**src/rtl/axil_master_pkg.sv**
```systemverilog
// Package: shared state encodings and lane indices for the AXI4-Lite
// register master. Assumes a single outstanding access at a time.
package axil_master_pkg;

    // Top-level sequencer states
    typedef enum logic [1:0] {
        ST_IDLE  = 2'd0,
        ST_WRITE = 2'd1,
        ST_READ  = 2'd2
    } mst_state_e;

    // Per-channel launcher states
    typedef enum logic [1:0] {
        LN_IDLE  = 2'd0,
        LN_WAIT  = 2'd1,
        LN_VALID = 2'd2,
        LN_DONE  = 2'd3
    } lane_state_e;

    // Request channel lanes driven by the master
    localparam int CH_AW  = 0;
    localparam int CH_W   = 1;
    localparam int CH_AR  = 2;
    localparam int NUM_CH = 3;

    // Response encoding treated as success
    localparam logic [1:0] RESP_OKAY = 2'b00;

endpackage

```
**src/rtl/axil_chan_launch.sv**
```systemverilog
// Module: axil_chan_launch
// Launches one AXI request channel (address or data). On `start` it loads
// a delay, counts it down, then holds `valid` high until `ready` is seen
// on a clock edge. It stays in a finished state until the next start.
// Assumes `start` is only pulsed while the lane is not presenting VALID.
module axil_chan_launch
    import axil_master_pkg::*;
#(
    parameter int DLY_W = 4
) (
    input  logic             clk,
    input  logic             rst_n,
    input  logic             start,
    input  logic [DLY_W-1:0] dly,
    input  logic             ready,
    output logic             valid,
    output logic             finished
);

    localparam logic [DLY_W-1:0] ONE = DLY_W'(1);

    lane_state_e      state_q;
    logic [DLY_W-1:0] cnt_q;

    // Lane sequencing: delay countdown, VALID hold, finished flag
    always_ff @(posedge clk) begin
        if (!rst_n) begin
            state_q <= LN_IDLE;
            cnt_q   <= '0;
        end else if (start) begin
            cnt_q   <= dly;
            state_q <= (dly == '0) ? LN_VALID : LN_WAIT;
        end else begin
            case (state_q)
                LN_WAIT: begin
                    cnt_q <= cnt_q - ONE;
                    if (cnt_q == ONE) begin
                        state_q <= LN_VALID;
                    end
                end
                LN_VALID: begin
                    if (ready) begin
                        state_q <= LN_DONE;
                    end
                end
                default: begin
                    state_q <= state_q;
                end
            endcase
        end
    end

    // Outputs decoded straight from the state register
    assign valid    = (state_q == LN_VALID);
    assign finished = (state_q == LN_DONE);

endmodule

```
**src/rtl/axil_resp_sink.sv**
```systemverilog
// Module: axil_resp_sink
// Accepts the write or read response beat once the sequencer says it is
// waiting for one. It registers completion, the response code, the error
// flag and the read data. The results hold until the next beat.
// Assumes only one of wait_wr / wait_rd is high at a time.
module axil_resp_sink
    import axil_master_pkg::*;
#(
    parameter int DATA_W = 32
) (
    input  logic              clk,
    input  logic              rst_n,
    input  logic              wait_wr,
    input  logic              wait_rd,
    input  logic              bvalid,
    input  logic [1:0]        bresp,
    input  logic              rvalid,
    input  logic [1:0]        rresp,
    input  logic [DATA_W-1:0] rdata,
    output logic              beat,
    output logic              done,
    output logic              err,
    output logic [1:0]        code,
    output logic [DATA_W-1:0] rd_data
);

    logic wr_beat;
    logic rd_beat;

    // Qualify response beats by what the sequencer is waiting for
    always_comb begin
        wr_beat = wait_wr && bvalid;
        rd_beat = wait_rd && rvalid;
        beat    = wr_beat || rd_beat;
    end

    // Completion pulse and held response results
    always_ff @(posedge clk) begin
        if (!rst_n) begin
            done    <= 1'b0;
            err     <= 1'b0;
            code    <= RESP_OKAY;
            rd_data <= '0;
        end else begin
            done <= beat;
            if (wr_beat) begin
                code <= bresp;
                err  <= (bresp != RESP_OKAY);
            end else if (rd_beat) begin
                code    <= rresp;
                err     <= (rresp != RESP_OKAY);
                rd_data <= rdata;
            end
        end
    end

endmodule

```
**src/rtl/axil_reg_master.sv**
```systemverilog
// Module: axil_reg_master
// Single-beat AXI4-Lite master. It takes one user command when idle,
// launches the request channels through per-lane launchers (the address
// and data of a write are independent), and finishes on the response
// beat. Response readies are tied high.
// Assumes: one access in flight, and no bursts, IDs or attributes.
module axil_reg_master
    import axil_master_pkg::*;
#(
    parameter int ADDR_W = 32,
    parameter int DATA_W = 32,
    parameter int DLY_W  = 4
) (
    input  logic                  clk,
    input  logic                  rst_n,
    input  logic                  cmd_req,
    input  logic                  cmd_write,
    input  logic [ADDR_W-1:0]     cmd_addr,
    input  logic [DATA_W-1:0]     cmd_wdata,
    input  logic [DATA_W/8-1:0]   cmd_strb,
    input  logic                  cmd_strb_use,
    input  logic [DLY_W-1:0]      cmd_addr_dly,
    input  logic [DLY_W-1:0]      cmd_data_dly,
    output logic                  busy,
    output logic                  done,
    output logic [DATA_W-1:0]     rd_data,
    output logic                  err,
    output logic [1:0]            resp_code,
    output logic                  m_awvalid,
    input  logic                  m_awready,
    output logic [ADDR_W-1:0]     m_awaddr,
    output logic                  m_wvalid,
    input  logic                  m_wready,
    output logic [DATA_W-1:0]     m_wdata,
    output logic [DATA_W/8-1:0]   m_wstrb,
    input  logic                  m_bvalid,
    output logic                  m_bready,
    input  logic [1:0]            m_bresp,
    output logic                  m_arvalid,
    input  logic                  m_arready,
    output logic [ADDR_W-1:0]     m_araddr,
    input  logic                  m_rvalid,
    output logic                  m_rready,
    input  logic [DATA_W-1:0]     m_rdata,
    input  logic [1:0]            m_rresp
);

    localparam int STRB_W = DATA_W / 8;

    mst_state_e          state_q;
    logic                accept;
    logic                resp_beat;
    logic [ADDR_W-1:0]   addr_q;
    logic [DATA_W-1:0]   data_q;
    logic [STRB_W-1:0]   strb_q;

    logic [NUM_CH-1:0]   lane_start;
    logic [NUM_CH-1:0]   lane_ready;
    logic [NUM_CH-1:0]   lane_valid;
    logic [NUM_CH-1:0]   lane_fin;
    logic [DLY_W-1:0]    lane_dly [NUM_CH];

    // Command acceptance only from idle
    assign accept = cmd_req && (state_q == ST_IDLE);

    // Lane start, delay and ready routing
    always_comb begin
        lane_start[CH_AW] = accept && cmd_write;
        lane_start[CH_W]  = accept && cmd_write;
        lane_start[CH_AR] = accept && !cmd_write;
        lane_dly[CH_AW]   = cmd_addr_dly;
        lane_dly[CH_W]    = cmd_data_dly;
        lane_dly[CH_AR]   = cmd_addr_dly;
        lane_ready[CH_AW] = m_awready;
        lane_ready[CH_W]  = m_wready;
        lane_ready[CH_AR] = m_arready;
    end

    // One launcher per request channel
    for (genvar g = 0; g < NUM_CH; g++) begin : g_lane
        axil_chan_launch #(
            .DLY_W (DLY_W)
        ) i_lane (
            .clk      (clk),
            .rst_n    (rst_n),
            .start    (lane_start[g]),
            .dly      (lane_dly[g]),
            .ready    (lane_ready[g]),
            .valid    (lane_valid[g]),
            .finished (lane_fin[g])
        );
    end

    // Sequencer: idle -> write/read -> idle on the response beat
    always_ff @(posedge clk) begin
        if (!rst_n) begin
            state_q <= ST_IDLE;
        end else begin
            case (state_q)
                ST_IDLE:  if (accept) state_q <= cmd_write ? ST_WRITE : ST_READ;
                ST_WRITE: if (resp_beat) state_q <= ST_IDLE;
                ST_READ:  if (resp_beat) state_q <= ST_IDLE;
                default:  state_q <= ST_IDLE;
            endcase
        end
    end

    // Command payload capture at acceptance
    always_ff @(posedge clk) begin
        if (!rst_n) begin
            addr_q <= '0;
            data_q <= '0;
            strb_q <= '0;
        end else if (accept) begin
            addr_q <= cmd_addr;
            data_q <= cmd_wdata;
            strb_q <= cmd_strb_use ? cmd_strb : {STRB_W{1'b1}};
        end
    end

    // Response collection and result registers
    axil_resp_sink #(
        .DATA_W (DATA_W)
    ) i_resp (
        .clk     (clk),
        .rst_n   (rst_n),
        .wait_wr (state_q == ST_WRITE && lane_fin[CH_AW] && lane_fin[CH_W]),
        .wait_rd (state_q == ST_READ && lane_fin[CH_AR]),
        .bvalid  (m_bvalid),
        .bresp   (m_bresp),
        .rvalid  (m_rvalid),
        .rresp   (m_rresp),
        .rdata   (m_rdata),
        .beat    (resp_beat),
        .done    (done),
        .err     (err),
        .code    (resp_code),
        .rd_data (rd_data)
    );

    // Bus outputs
    assign busy      = (state_q != ST_IDLE);
    assign m_awvalid = lane_valid[CH_AW];
    assign m_wvalid  = lane_valid[CH_W];
    assign m_arvalid = lane_valid[CH_AR];
    assign m_awaddr  = addr_q;
    assign m_araddr  = addr_q;
    assign m_wdata   = data_q;
    assign m_wstrb   = strb_q;
    assign m_bready  = 1'b1;
    assign m_rready  = 1'b1;

endmodule

```
**config.mk**
```make
export PLATFORM = sky130hd
export DESIGN_NAME = axil_reg_master
export DESIGN_NICKNAME = d
export VERILOG_FILES = /design/src/rtl/axil_master_pkg.sv /design/src/rtl/axil_chan_launch.sv /design/src/rtl/axil_resp_sink.sv /design/src/rtl/axil_reg_master.sv
export SDC_FILE = /design/constraint.sdc
export NUM_CORES = 1
export LEC_CHECK = 0
export BUFFER_PORTS_ARGS = -buffer_cell sky130_fd_sc_hd__buf_2
export CAP_MARGIN = 20
export CORE_UTILIZATION = 40
export CTS_CLUSTER_DIAMETER = 200
export CTS_CLUSTER_SIZE = 28
export DETAILED_ROUTE_END_ITERATION = 8
export PLACE_DENSITY = 0.71
export SLEW_MARGIN = 20
export SYNTH_ARGS = -nofsm -noshare
export SYNTH_HDL_FRONTEND = slang
export SYNTH_HIERARCHICAL = 1
export SYNTH_SLANG_ARGS = --single-unit
```
**constraint.sdc**
```tcl
create_clock -name clk -period 2 [get_ports clk]
set_input_delay 0.2 -clock clk [delete_from_list [all_inputs] [get_ports clk]]
set_output_delay 0.2 -clock clk [all_outputs]
set_load 0.01 [all_outputs]
```
* Word-level counts from Yosys, hierarchy flattened
Index checks and enable logic that the tools add are counted.
** Cells by class
- $add $sub $neg :: 3
- Reduce and logical (&&, ||, !) cells :: 29
- Equality and inequality tests :: 22
- Muxes and demuxes :: 29
- Bitwise logic cells :: 1
** Operators with widths (number)
- $mux 2 :: 16
- $mux 4 :: 7
- $pmux 2 s2 :: 4
- $ne 3x1->1 const B :: 5
- $eq 2x2->1 const B :: 7
- $reduce_bool 2->1 :: 7
- $eq 4x1->1 const B :: 3
- $sub 4x1->4 const B :: 3
- $reduce_and 3->1 :: 3
- $reduce_bool 3->1 :: 3
- $eq 2x1->1 const B :: 4
- $logic_and 1x1->1 :: 8
- $logic_not 4->1 :: 2
- $reduce_and 2->1 :: 2
- $ne 3x2->1 const B :: 1
- $logic_not 2->1 :: 1
- $mux 1 :: 2
- $ne 2x1->1 const B :: 1
- $ne 2x2->1 const B :: 1
- $reduce_or 2->1 :: 1
- $logic_not 1->1 :: 1
- $logic_or 1x1->1 :: 1
- $not 1->1 :: 1
** Word-level totals
- Logic and storage cells :: 98
- Flip-flop bits (word level) :: 124
- Output and inout port bits :: 142

* Longest topological paths before layout
Gate-level depths: netlist of the first run.
- Depth after elaboration :: 7
- Depth in mapped cells :: 10

* Hierarchy
Netlist of the first run, hierarchy kept.
** Modules (own cells, without submodules)
- axil_reg_master :: area each 2839.0 µm², cells an instance 352, instances 1
- axil_resp_sink :: area each 1436.4 µm², cells an instance 168, instances 1
- axil_chan_launch :: area each 337.8 µm², cells an instance 38, instances 3

* Least setup slack after synthesis of the first run
OpenSTA, ideal clock, no wires.
- Path kind :: reg-to-reg
- Start point :: register state_q[0] (netlist name)
- End point :: register g_lane[2].i_lane.cnt_q[2]
- Slack :: 0.363 ns
- Library setup time :: 0.120 ns
- Stages on the path, launching flop included :: 9
- Path buffers :: 1
- Period minus slack after synthesis :: 1.637 ns
- Data arrival time :: 1.517 ns
- Path through :: dfxtp_1 inv_1 ha_1 nand2_1 clkbuf_1 nor2_1 inv_1 o21ai_0 a21oi_1
** RTL lines
- end signal, assigned :: RTL line axil_chan_launch.sv:31 : cnt_q <= dly;
- end signal, assigned :: RTL line axil_chan_launch.sv:36 : cnt_q <= cnt_q - ONE;
- end, declared :: RTL line axil_chan_launch.sv:23 : logic [DLY_W-1:0] cnt_q;

==> results.py, run 1 <==
metrics = {
    "outcome": {
        "status": "finished, final reports clean",
    },
    "timing": {
        "hold_ws_ps": 21.61,
        "worstMarginPinSlew_ps": 939.7,
        "skew_ps": 8.489,
        "post-route-period-util_pct": 84.62,
        "setup_viol": 0,
        "slew_violations": 0,
        "fmax_mhz": 590.9,
        "slew_headroom_pct": 36.97,
        "layout_min_cycle_time_ps": 1692,
        "fin_setup_tns_ps": 0,
        "hold_viol_final": 0,
        "setup_slack_ps": 307.6,
        "rsz0062_at_grt": "no",
    },
    "setup_path": {
        "reg2reg_depth": 6,
        "end_kind": "flip-flop",
        "crit_path_frequent_cell": "inv_1",
        "crit_chain": "inv_1 > ha_1 > and3_1 > inv_1 > o21ai_0 > a21oi_1",
        "critPathMaxStageDelay_ps": 480,
        "reg2reg_from": "state_q[0]",
        "cp.required_ps": 2290,
        "critPathKind": "reg2reg",
        "arrival_ps": 1980,
        "cp_max_fo": 14,
        "critPathLaunchType": "flip-flop",
        "slowest_stage": "and3_1",
        "r2r_slack_ps": 310,
        "rr_endpoint": "g_lane[0].i_lane/cnt_q[2]",
    },
    "logic_synthesis": {
        "syn_area_um2": 5289,
        "syn_inst": 634,
        "ys_ff_latch": 124,
        "synth_most_common_cell": "nand2_1",
        "yosysUniqueCellTypes": 40,
        "yosys_warnings": 6,
        "synth-main-ff-cell": "dfxtp_1",
        "synthTopCellsByArea": "dfxtp_1, nand2_1, a21oi_1",
        "yosys.area.top_type_share_pct": 46.94,
        "synth_edf_count": 0,
        "postSynthAreaPerCell_um2": 8.342,
        "synth_common_cells": "nand2_1, dfxtp_1, a21oi_1, buf_4, nand3_1",
        "synthArstFlopShare_pct": 0,
        "ys_seq_area_share_pct": 46.94,
        "synth_area_leader_cell": "dfxtp_1",
    },
    "min_path": {
        "worstHoldEndpoint": "m_araddr[17]",
        "hold_depth": 3,
        "hold_path.class": "in2reg",
        "min_from": "cmd_addr[17]",
    },
    "drt": {
        "vias": 5083,
        "totalWireLength_um": 14040,
        "detail_route.first_pass.iterations": 4,
        "drc": 0,
        "final_antenna_net_count": 0,
        "viasPerCell": 4.892,
        "drt_iter0_drc": 399,
        "post_drt_wl_per_cell_um": 13.51,
    },
    "power_and_ir_drop": {
        "peakVddDrop_v": 0.0005609,
        "leakagePower_nw": 3.352,
        "power_density_nw_per_um2": 1001,
    },
    "place": {
        "portBuffers": 261,
        "dp_hpwl_um": 9766,
        "pre_cts_ws_ps": 163.1,
        "gp_congestion": 0.8124,
    },
    "grt": {
        "grt_max_degree": 70,
        "grt-ovfl-total": 0,
        "grt_pass1_vias": 4282,
        "grt_pass1_wl_um": 20520,
        "track_usage_pct": 19.37,
        "antenna_found_initial": 0,
    },
    "cts": {
        "clk_pin_slew_worst_paths_ps": 60,
        "h-tree-depth": 4,
        "clk_latency_ps": 410,
        "cts_tree": "yes",
        "numCtsBuffers": 17,
        "clockRootBuffer": "clkbuf_16",
        "cts.path.max_buffers": 2,
        "ctsResizeCount": 0,
        "cts_sinks": 124,
        "post_cts_buffers": 0,
        "hold_buffers": 0,
    },
    "cells_and_area": {
        "layout.nets": 985,
        "layout.area.seq_um2": 2482,
        "diodes": 0,
        "fill_cells": 1210,
        "multi_input_area_um2": 2231,
        "drive_above_1_share_pct": 37.83,
        "synthToLayoutAreaGrowth_pct": 34.66,
    },
    "die": {
        "die_area_um2": 13690,
        "row_count": 41,
        "die-width_um": 117.0,
        "ios": 264,
        "die_h_um": 117.0,
        "initial_core_util_pct": 41.40,
        "core_um2": 12770,
    },
    "job": {
        "drv_cap": 0,
    },
}
## cell usage in the layout, fill, tap and decap left out, drive strengths merged, types with 6 or more instances in the layout
cell type	instances
buf	274
and2	7
o21ai	36
nand3	37
nor2	8
dfxtp	124
nand3b	6
inv	18
clkbuf	22
nor2b	7
nand2	142
nor3	7
ha	9
nand2b	7
a21oi	104
o311a	6
## report_power, final
part           switching (mW)  internal [mW]  total (mW)
Combinational           0.549          0.431       0.980
Clock                    1.08           2.31        3.39
Sequential              0.121           2.64        2.76
## sequential cells by signal, summed over array words and instances, names as in the netlist
signal / count
i_resp/rd_data: 32
m_araddr: 32
m_wdata: 32
g_lane.i_lane/cnt_q: 12
g_lane.i_lane/state_q: 6
m_wstrb: 4
i_resp/code: 2
state_q: 2
i_resp/done: 1
i_resp/err: 1
## how the worst max path moves through the flow
| stage | endpoint | start | cells after the start |
|---|---|---|---|
| 2_1_floorplan | g_lane[2].i_lane/cnt_q[2] | state_q[0] | 8 |
| 3_3_place_gp | i_resp/err | rst_n | 3 |
| 3_5_place_dp | i_resp/err | rst_n | 3 |
| 4_1_cts | g_lane[1].i_lane/cnt_q[0] | state_q[0] | 5 |
| 5_1_grt | g_lane[1].i_lane/cnt_q[0] | state_q[0] | 5 |
| 6_report | g_lane[0].i_lane/cnt_q[2] | state_q[0] | 6 |
## routing by layer
metal  vias up  global-route usage [%]  wire [µm]
met5         -                       0          0
met3        16                   5.561        857
li1       2550                       -          -
met4         0                   8.101        154
met1      2333                   23.00       5903
met2       184                   32.78       7124
## metrics by stage
| stage | utilization (%) | cells | total power, mW | cell area, µm² |
|---|---|---|---|---|
| after floorplan | - | 635 | 3.440 | 5293 |
| after global placement | 50.59 | 1007 | 3.781 | 6462 |
| after detailed placement | 50.59 | 1007 | 3.793 | 6462 |
| after CTS | 55.75 | 1039 | 7.200 | 7122 |
| after global routing | 55.75 | 1039 | 7.446 | 7122 |
| final | 55.75 | 1039 | 7.131 | 7122 |
## kinds of logic after synthesis
kind of cell / share of synthesized area, %
compound gates: 18.52
other cells: 0.07090
flops: 46.94
simple gates: 20.32
buf+inv: 11.02
fa+ha+maj: 2.129
xor+xnor: 0.9938
## final cells by class
cell class	instances	share of cell area, %
sequential	124	34.86
multi-input combinational	419	31.32
timing repair buffer	274	20.59
clock buffer	22	6.658
tap	172	3.022
clock inverter	10	2.600
inverter	18	0.9487
## worst max-delay path, delay by kind of cell, from the launching register on
family / cells / cell delay [ps]
AND/OR/NAND/NOR: 1 / 480
buffers and inverters: 2 / 260
flip-flops: 1 / 310
adder cells (fa/ha/maj): 1 / 270
AO/OA/AOI/OAI: 2 / 250
No activity file was read; power rests on OpenSTA's default activity.
==> inputs of run 2 (changes only) <==
Settings changed: PLACE_DENSITY 0.71 to 0.74.
Clock period 2 ns to 1.4 ns, I/O delays scaled along.
==> results.py, run 2 (synthesis gave the netlist of run 1 again) <==
metrics = {
    "cells_and_area": {
        "multi_input_area_um2": 2372,
        "layout.area.seq_um2": 2492,
        "fill_cells": 928,
        "diodes": 0,
        "drive_above_1_share_pct": 39.70,
        "layout.nets": 1124,
        "synthToLayoutAreaGrowth_pct": 65.48,
        "mostFrequentLayoutCells": "buf_2, nand2_1, dfxtp_1",
        "final_cells": 1177,
        "layout_commonest_cell": "buf_2",
        "final_cell_area_um2": 8752,
        "fin_util_pct": 68.52,
    },
    "setup_path": {
        "slowest_stage": "dfxtp_2",
        "arrival_ps": 1940,
        "critPathKind": "reg2reg",
        "reg2reg_depth": 7,
        "critPathMaxStageDelay_ps": 340,
        "crit_start": "state_q[1]",
        "rr_endpoint": "i_resp/rd_data[7]",
        "cp_max_fo": 8,
        "end_kind": "flip-flop",
        "r2r_slack_ps": -240,
        "critPathLaunchType": "flip-flop",
        "reg2reg_from": "state_q[1]",
        "cp.required_ps": 1700,
        "cp-endpoint": "i_resp/rd_data[7]",
        "crit_chain": "inv_4 > ha_4 > and3_4 > and2_4 > clkbuf_16 > o21ai_1 > a21oi_1",
    },
    "place": {
        "dp_hpwl_um": 9916,
        "portBuffers": 261,
        "pre_cts_ws_ps": -97.71,
        "dpl_cell_area_um2": 6728,
        "place_inst": 1029,
        "gp_congestion": 0.7811,
    },
    "grt": {
        "grt_max_degree": 69,
        "grt_pass1_wl_um": 24620,
        "antenna_found_initial": 0,
        "grt_pass1_vias": 5226,
        "track_usage_pct": 23.45,
        "grt-ovfl-total": 0,
    },
    "timing": {
        "slew_violations": 0,
        "hold_viol_final": 0,
        "layout_min_cycle_time_ps": 1638,
        "fmax_mhz": 610.4,
        "setup_viol": 34,
        "hold_ws_ps": 18.04,
        "fin_setup_tns_ps": -1791,
        "post-route-period-util_pct": 117.0,
        "rsz0062_at_grt": "yes",
        "skew_ps": 9.276,
        "setup_slack_ps": -238.4,
    },
    "power_and_ir_drop": {
        "peakVddDrop_v": 0.0006883,
        "finalPower_mw": 10.14,
        "clkPwrFrac_pct": 41.8,
        "p_sw_mw": 2.716,
        "swShare_pct": 26.77,
        "power_density_nw_per_um2": 1159,
        "p_comb_share_pct": 19.4,
        "leakagePower_nw": 4.019,
        "cell_internal_pwr_mw": 7.428,
        "power_frac_seq_pct": 38.9,
    },
    "min_path": {
        "hold_path.class": "in2reg",
        "hold_depth": 3,
    },
    "cts": {
        "cts_sinks": 124,
        "cts.path.max_buffers": 2,
        "clk_pin_slew_worst_paths_ps": 60,
        "clockRootBuffer": "clkbuf_16",
        "cts_tree": "yes",
        "h-tree-depth": 4,
        "clk_latency_ps": 410,
        "numCtsBuffers": 17,
    },
    "drt": {
        "drc": 0,
        "totalWireLength_um": 18700,
        "vias": 5950,
        "drt_iter0_drc": 520,
        "final_antenna_net_count": 0,
        "viasPerCell": 5.055,
        "detail_route.first_pass.iterations": 5,
        "post_drt_wl_per_cell_um": 15.89,
    },
    "die": {
        "core_um2": 12770,
        "row_count": 41,
        "ios": 264,
        "die_h_um": 117.0,
        "die-width_um": 117.0,
        "die_area_um2": 13690,
        "initial_core_util_pct": 41.40,
    },
    "outcome": {
        "status": "finished, violations left",
        "violations": "negative setup slack",
    },
    "job": {
        "drv_cap": 0,
    },
}
## run 2: changes by cell type in the layout (fill, tap and decap cells not counted), moves of 6 or more
cell / change
o21ai_0: -15
buf_12: +7
dfxtp_1: -6
buf_4: +18
clkbuf_16: +7
dlygate4sd3_1: +103
o21ai_1: +14
## run 2: final cells by class
cell class | count | area share (%)
clock inverter | 11 | 1.387
tap | 172 | 2.459
inverter | 18 | 0.8292
sequential | 124 | 28.48
multi-input combinational | 419 | 27.11
clock buffer | 20 | 5.104
timing repair buffer | 413 | 34.64
## run 2: worst min-delay path by stage
stage,from,endpoint
floorplan,cmd_write,state_q[1]
global placement,cmd_wdata[10],m_wdata[10]
detailed placement,cmd_addr[5],m_araddr[5]
CTS,cmd_strb[3],m_wstrb[3]
global route,m_rresp[0],i_resp/code[0]
finish,cmd_strb[3],m_wstrb[3]
## run 2: power by group through the flow
stage / logic (mW) / registers (mW) / clock network [mW]
after floorplan: 0.859 / 4.07 / 0
after global placement: 1.55 / 3.99 / 0
after detailed placement: 1.57 / 4.00 / 0
after CTS: 1.84 / 3.93 / 4.25
after global routing: 2.15 / 3.97 / 4.45
final: 1.96 / 3.94 / 4.24
## run 2: critical path, delay by kind of cell, from the launching register on
kind | cells | cell delay [ps]
AND/OR/NAND/NOR | 2 | 460
buffers and inverters | 2 | 270
adder cells (fa/ha/maj) | 1 | 110
flip-flops | 1 | 340
AO/OA/AOI/OAI | 2 | 340
## run 2: per-layer routing
layer  part of all wire, %  up-vias  wire length [µm]  global-route usage, %
li1                      -     2832                 -                      -
met5                     0        -                 0                      0
met2                    51      295              9536                  41.26
met4                   2.5        0               475                  9.789
met1                    39     2778              7382                  26.63
met3                   7.0       45              1307                  6.694
## run 2: timing repair
| action | CTS | global route |
|---|---|---|
| buffers inserted | 0 | 4 |
| resized for setup | 22 | 35 |
| endpoints found under the hold margin | 103 | 0 |
| pin swaps | 4 | 19 |
| hold buffers | 103 | 0 |
| gates cloned | 2 | 8 |
| setup endpoints to repair | 59 | 56 |
==> inputs of run 3 (changes only) <==
Settings changed: PLACE_DENSITY 0.74 to 0.71.
Clock period 1.4 ns to 1.8 ns, I/O delays scaled along.
==> results.py, run 3 (synthesis gave the netlist of run 1 again) <==
metrics = {
    "cts": {
        "post_cts_buffers": 0,
        "cts_tree": "yes",
        "clockRootBuffer": "clkbuf_16",
        "h-tree-depth": 4,
        "cts.path.max_buffers": 2,
        "clk_pin_slew_worst_paths_ps": 60,
        "numCtsBuffers": 17,
        "clk_latency_ps": 420,
        "cts_sinks": 124,
    },
    "power_and_ir_drop": {
        "power_density_nw_per_um2": 1002,
        "finalPower_mw": 7.662,
        "peakVddDrop_v": 0.0006894,
        "leakagePower_nw": 3.565,
    },
    "grt": {
        "grt_pass1_vias": 4698,
        "grt_pass1_wl_um": 22180,
        "grt-ovfl-total": 0,
        "track_usage_pct": 20.91,
        "antenna_found_initial": 0,
        "grt_max_degree": 69,
    },
    "timing": {
        "slew_headroom_pct": 64.70,
        "skew_ps": 13.30,
        "layout_min_cycle_time_ps": 1569,
        "post-route-period-util_pct": 87.17,
        "slew_violations": 0,
        "fmax_mhz": 637.3,
        "fin_setup_tns_ps": 0,
        "setup_viol": 0,
        "worstMarginPinSlew_ps": 522.1,
        "rsz0062_at_grt": "no",
        "hold_viol_final": 0,
    },
    "drt": {
        "detail_route.first_pass.iterations": 4,
        "vias": 5289,
        "final_antenna_net_count": 0,
        "drt_iter0_drc": 383,
        "post_drt_wl_per_cell_um": 13.80,
        "viasPerCell": 4.839,
        "wl_met3_um": 841,
        "wl_met2_um": 7855,
        "top_layer_used": "met4",
        "drc": 0,
        "wl_met1_um": 6160,
        "totalWireLength_um": 15080,
    },
    "place": {
        "gp_congestion": 0.7704,
        "portBuffers": 261,
        "dp_hpwl_um": 9584,
        "place_inst": 1008,
    },
    "setup_path": {
        "critPathKind": "reg2reg",
        "cp_max_fo": 68,
        "cp.required_ps": 2130,
        "rr_endpoint": "m_araddr[0]",
        "arrival_ps": 1890,
        "end_kind": "flip-flop",
        "reg2reg_from": "state_q[0]",
        "critPathLaunchType": "flip-flop",
        "crit_start": "state_q[0]",
        "reg2reg_depth": 6,
        "r2r_slack_ps": 230,
        "cp-endpoint": "m_araddr[0]",
    },
    "die": {
        "die_area_um2": 13690,
        "die-width_um": 117.0,
        "initial_core_util_pct": 41.40,
        "ios": 264,
        "row_count": 41,
        "core_um2": 12770,
        "die_h_um": 117.0,
    },
    "cells_and_area": {
        "diodes": 0,
        "fin_util_pct": 59.84,
        "fill_cells": 1089,
        "layout.nets": 1041,
        "drive_above_1_share_pct": 35.61,
        "layout_commonest_cell": "buf_2",
        "mostFrequentLayoutCells": "buf_2, nand2_1, dfxtp_1",
        "final_cells": 1093,
        "synthToLayoutAreaGrowth_pct": 44.52,
    },
    "min_path": {
        "hold_path.class": "in2reg",
    },
    "outcome": {
        "status": "finished, final reports clean",
    },
    "job": {
        "drv_cap": 0,
    },
}
run 3: cell types whose count changed in the layout (fill, tap and decap cells not counted), sizes merged:
cell,change
bufinv,+1
buf,-28
clkinvlp,-1
clkinv,-3
dlygate4sd3,-48
clkbuf,-5
run 3: layout make-up:
cell class	instances	area (µm²)	area share [%]
flip-flops and latches	124	2482	32.48
multi-input cells	419	2235	29.24
repair buffers	330	2062	26.98
clock buffers	22	464.2	6.073
well taps	172	215.2	2.816
clock inverters	8	117.6	1.539
inverters	18	67.56	0.8839
run 3: repair_timing:
| item | in CTS | in global routing |
|---|---|---|
| hold buffers | 55 | 0 |
| endpoints found under the setup margin | 0 | 5 |
| endpoints found under the hold margin | 55 | 0 |
| resized for setup | 0 | 2 |
run 3: stage by stage:
stage               instance area [µm²]  worst slack [ps]  hold WS, ps
detailed placement                 6507             130.5        424.2
global placement                   6507             176.9        420.5
CTS                                7640             126.0       0.4983
global route                       7644             71.39        3.173
floorplan                          5293             162.8        297.7
finish                             7644             231.0        8.381
run 3: worst min-delay path by stage:
stage	startpoint	endpoint	slack, ps	cells past startpoint
final	m_rdata[29]	i_resp/rd_data[29]	8	3
after global routing	cmd_addr[31]	m_araddr[31]	3	3
after CTS	cmd_wdata[6]	m_wdata[6]	0.5	3
after detailed placement	cmd_addr[7]	m_araddr[7]	420	3
after global placement	cmd_addr[9]	m_araddr[9]	420	3
after floorplan	cmd_write	state_q[1]	300	1
run 3: report_power, final:
| part | total (mW) | switching [mW] | internal [mW] | leakage, nW |
|---|---|---|---|---|
| Clock | 3.38 | 1.16 | 2.22 | 0.286 |
| Sequential | 3.06 | 0.127 | 2.93 | 1.01 |
| Combinational | 1.22 | 0.653 | 0.568 | 2.26 |
| Total | 7.66 | 1.94 | 5.72 | 3.56 |
run 3: metal layers:
layer  global-route usage (%)  up-vias
li1                         -     2659
met1                    23.38     2421
met2                    36.37      187
met3                    6.694       22
met4                    9.367        0
met5                        0        -
run 3: critical path, cell delays in order (launching register included):
cell     delay (ps)
dfxtp_1         310
inv_1            90
ha_1            260
and2_2          210
buf_12          290
nand2_1         110
a21oi_1         180
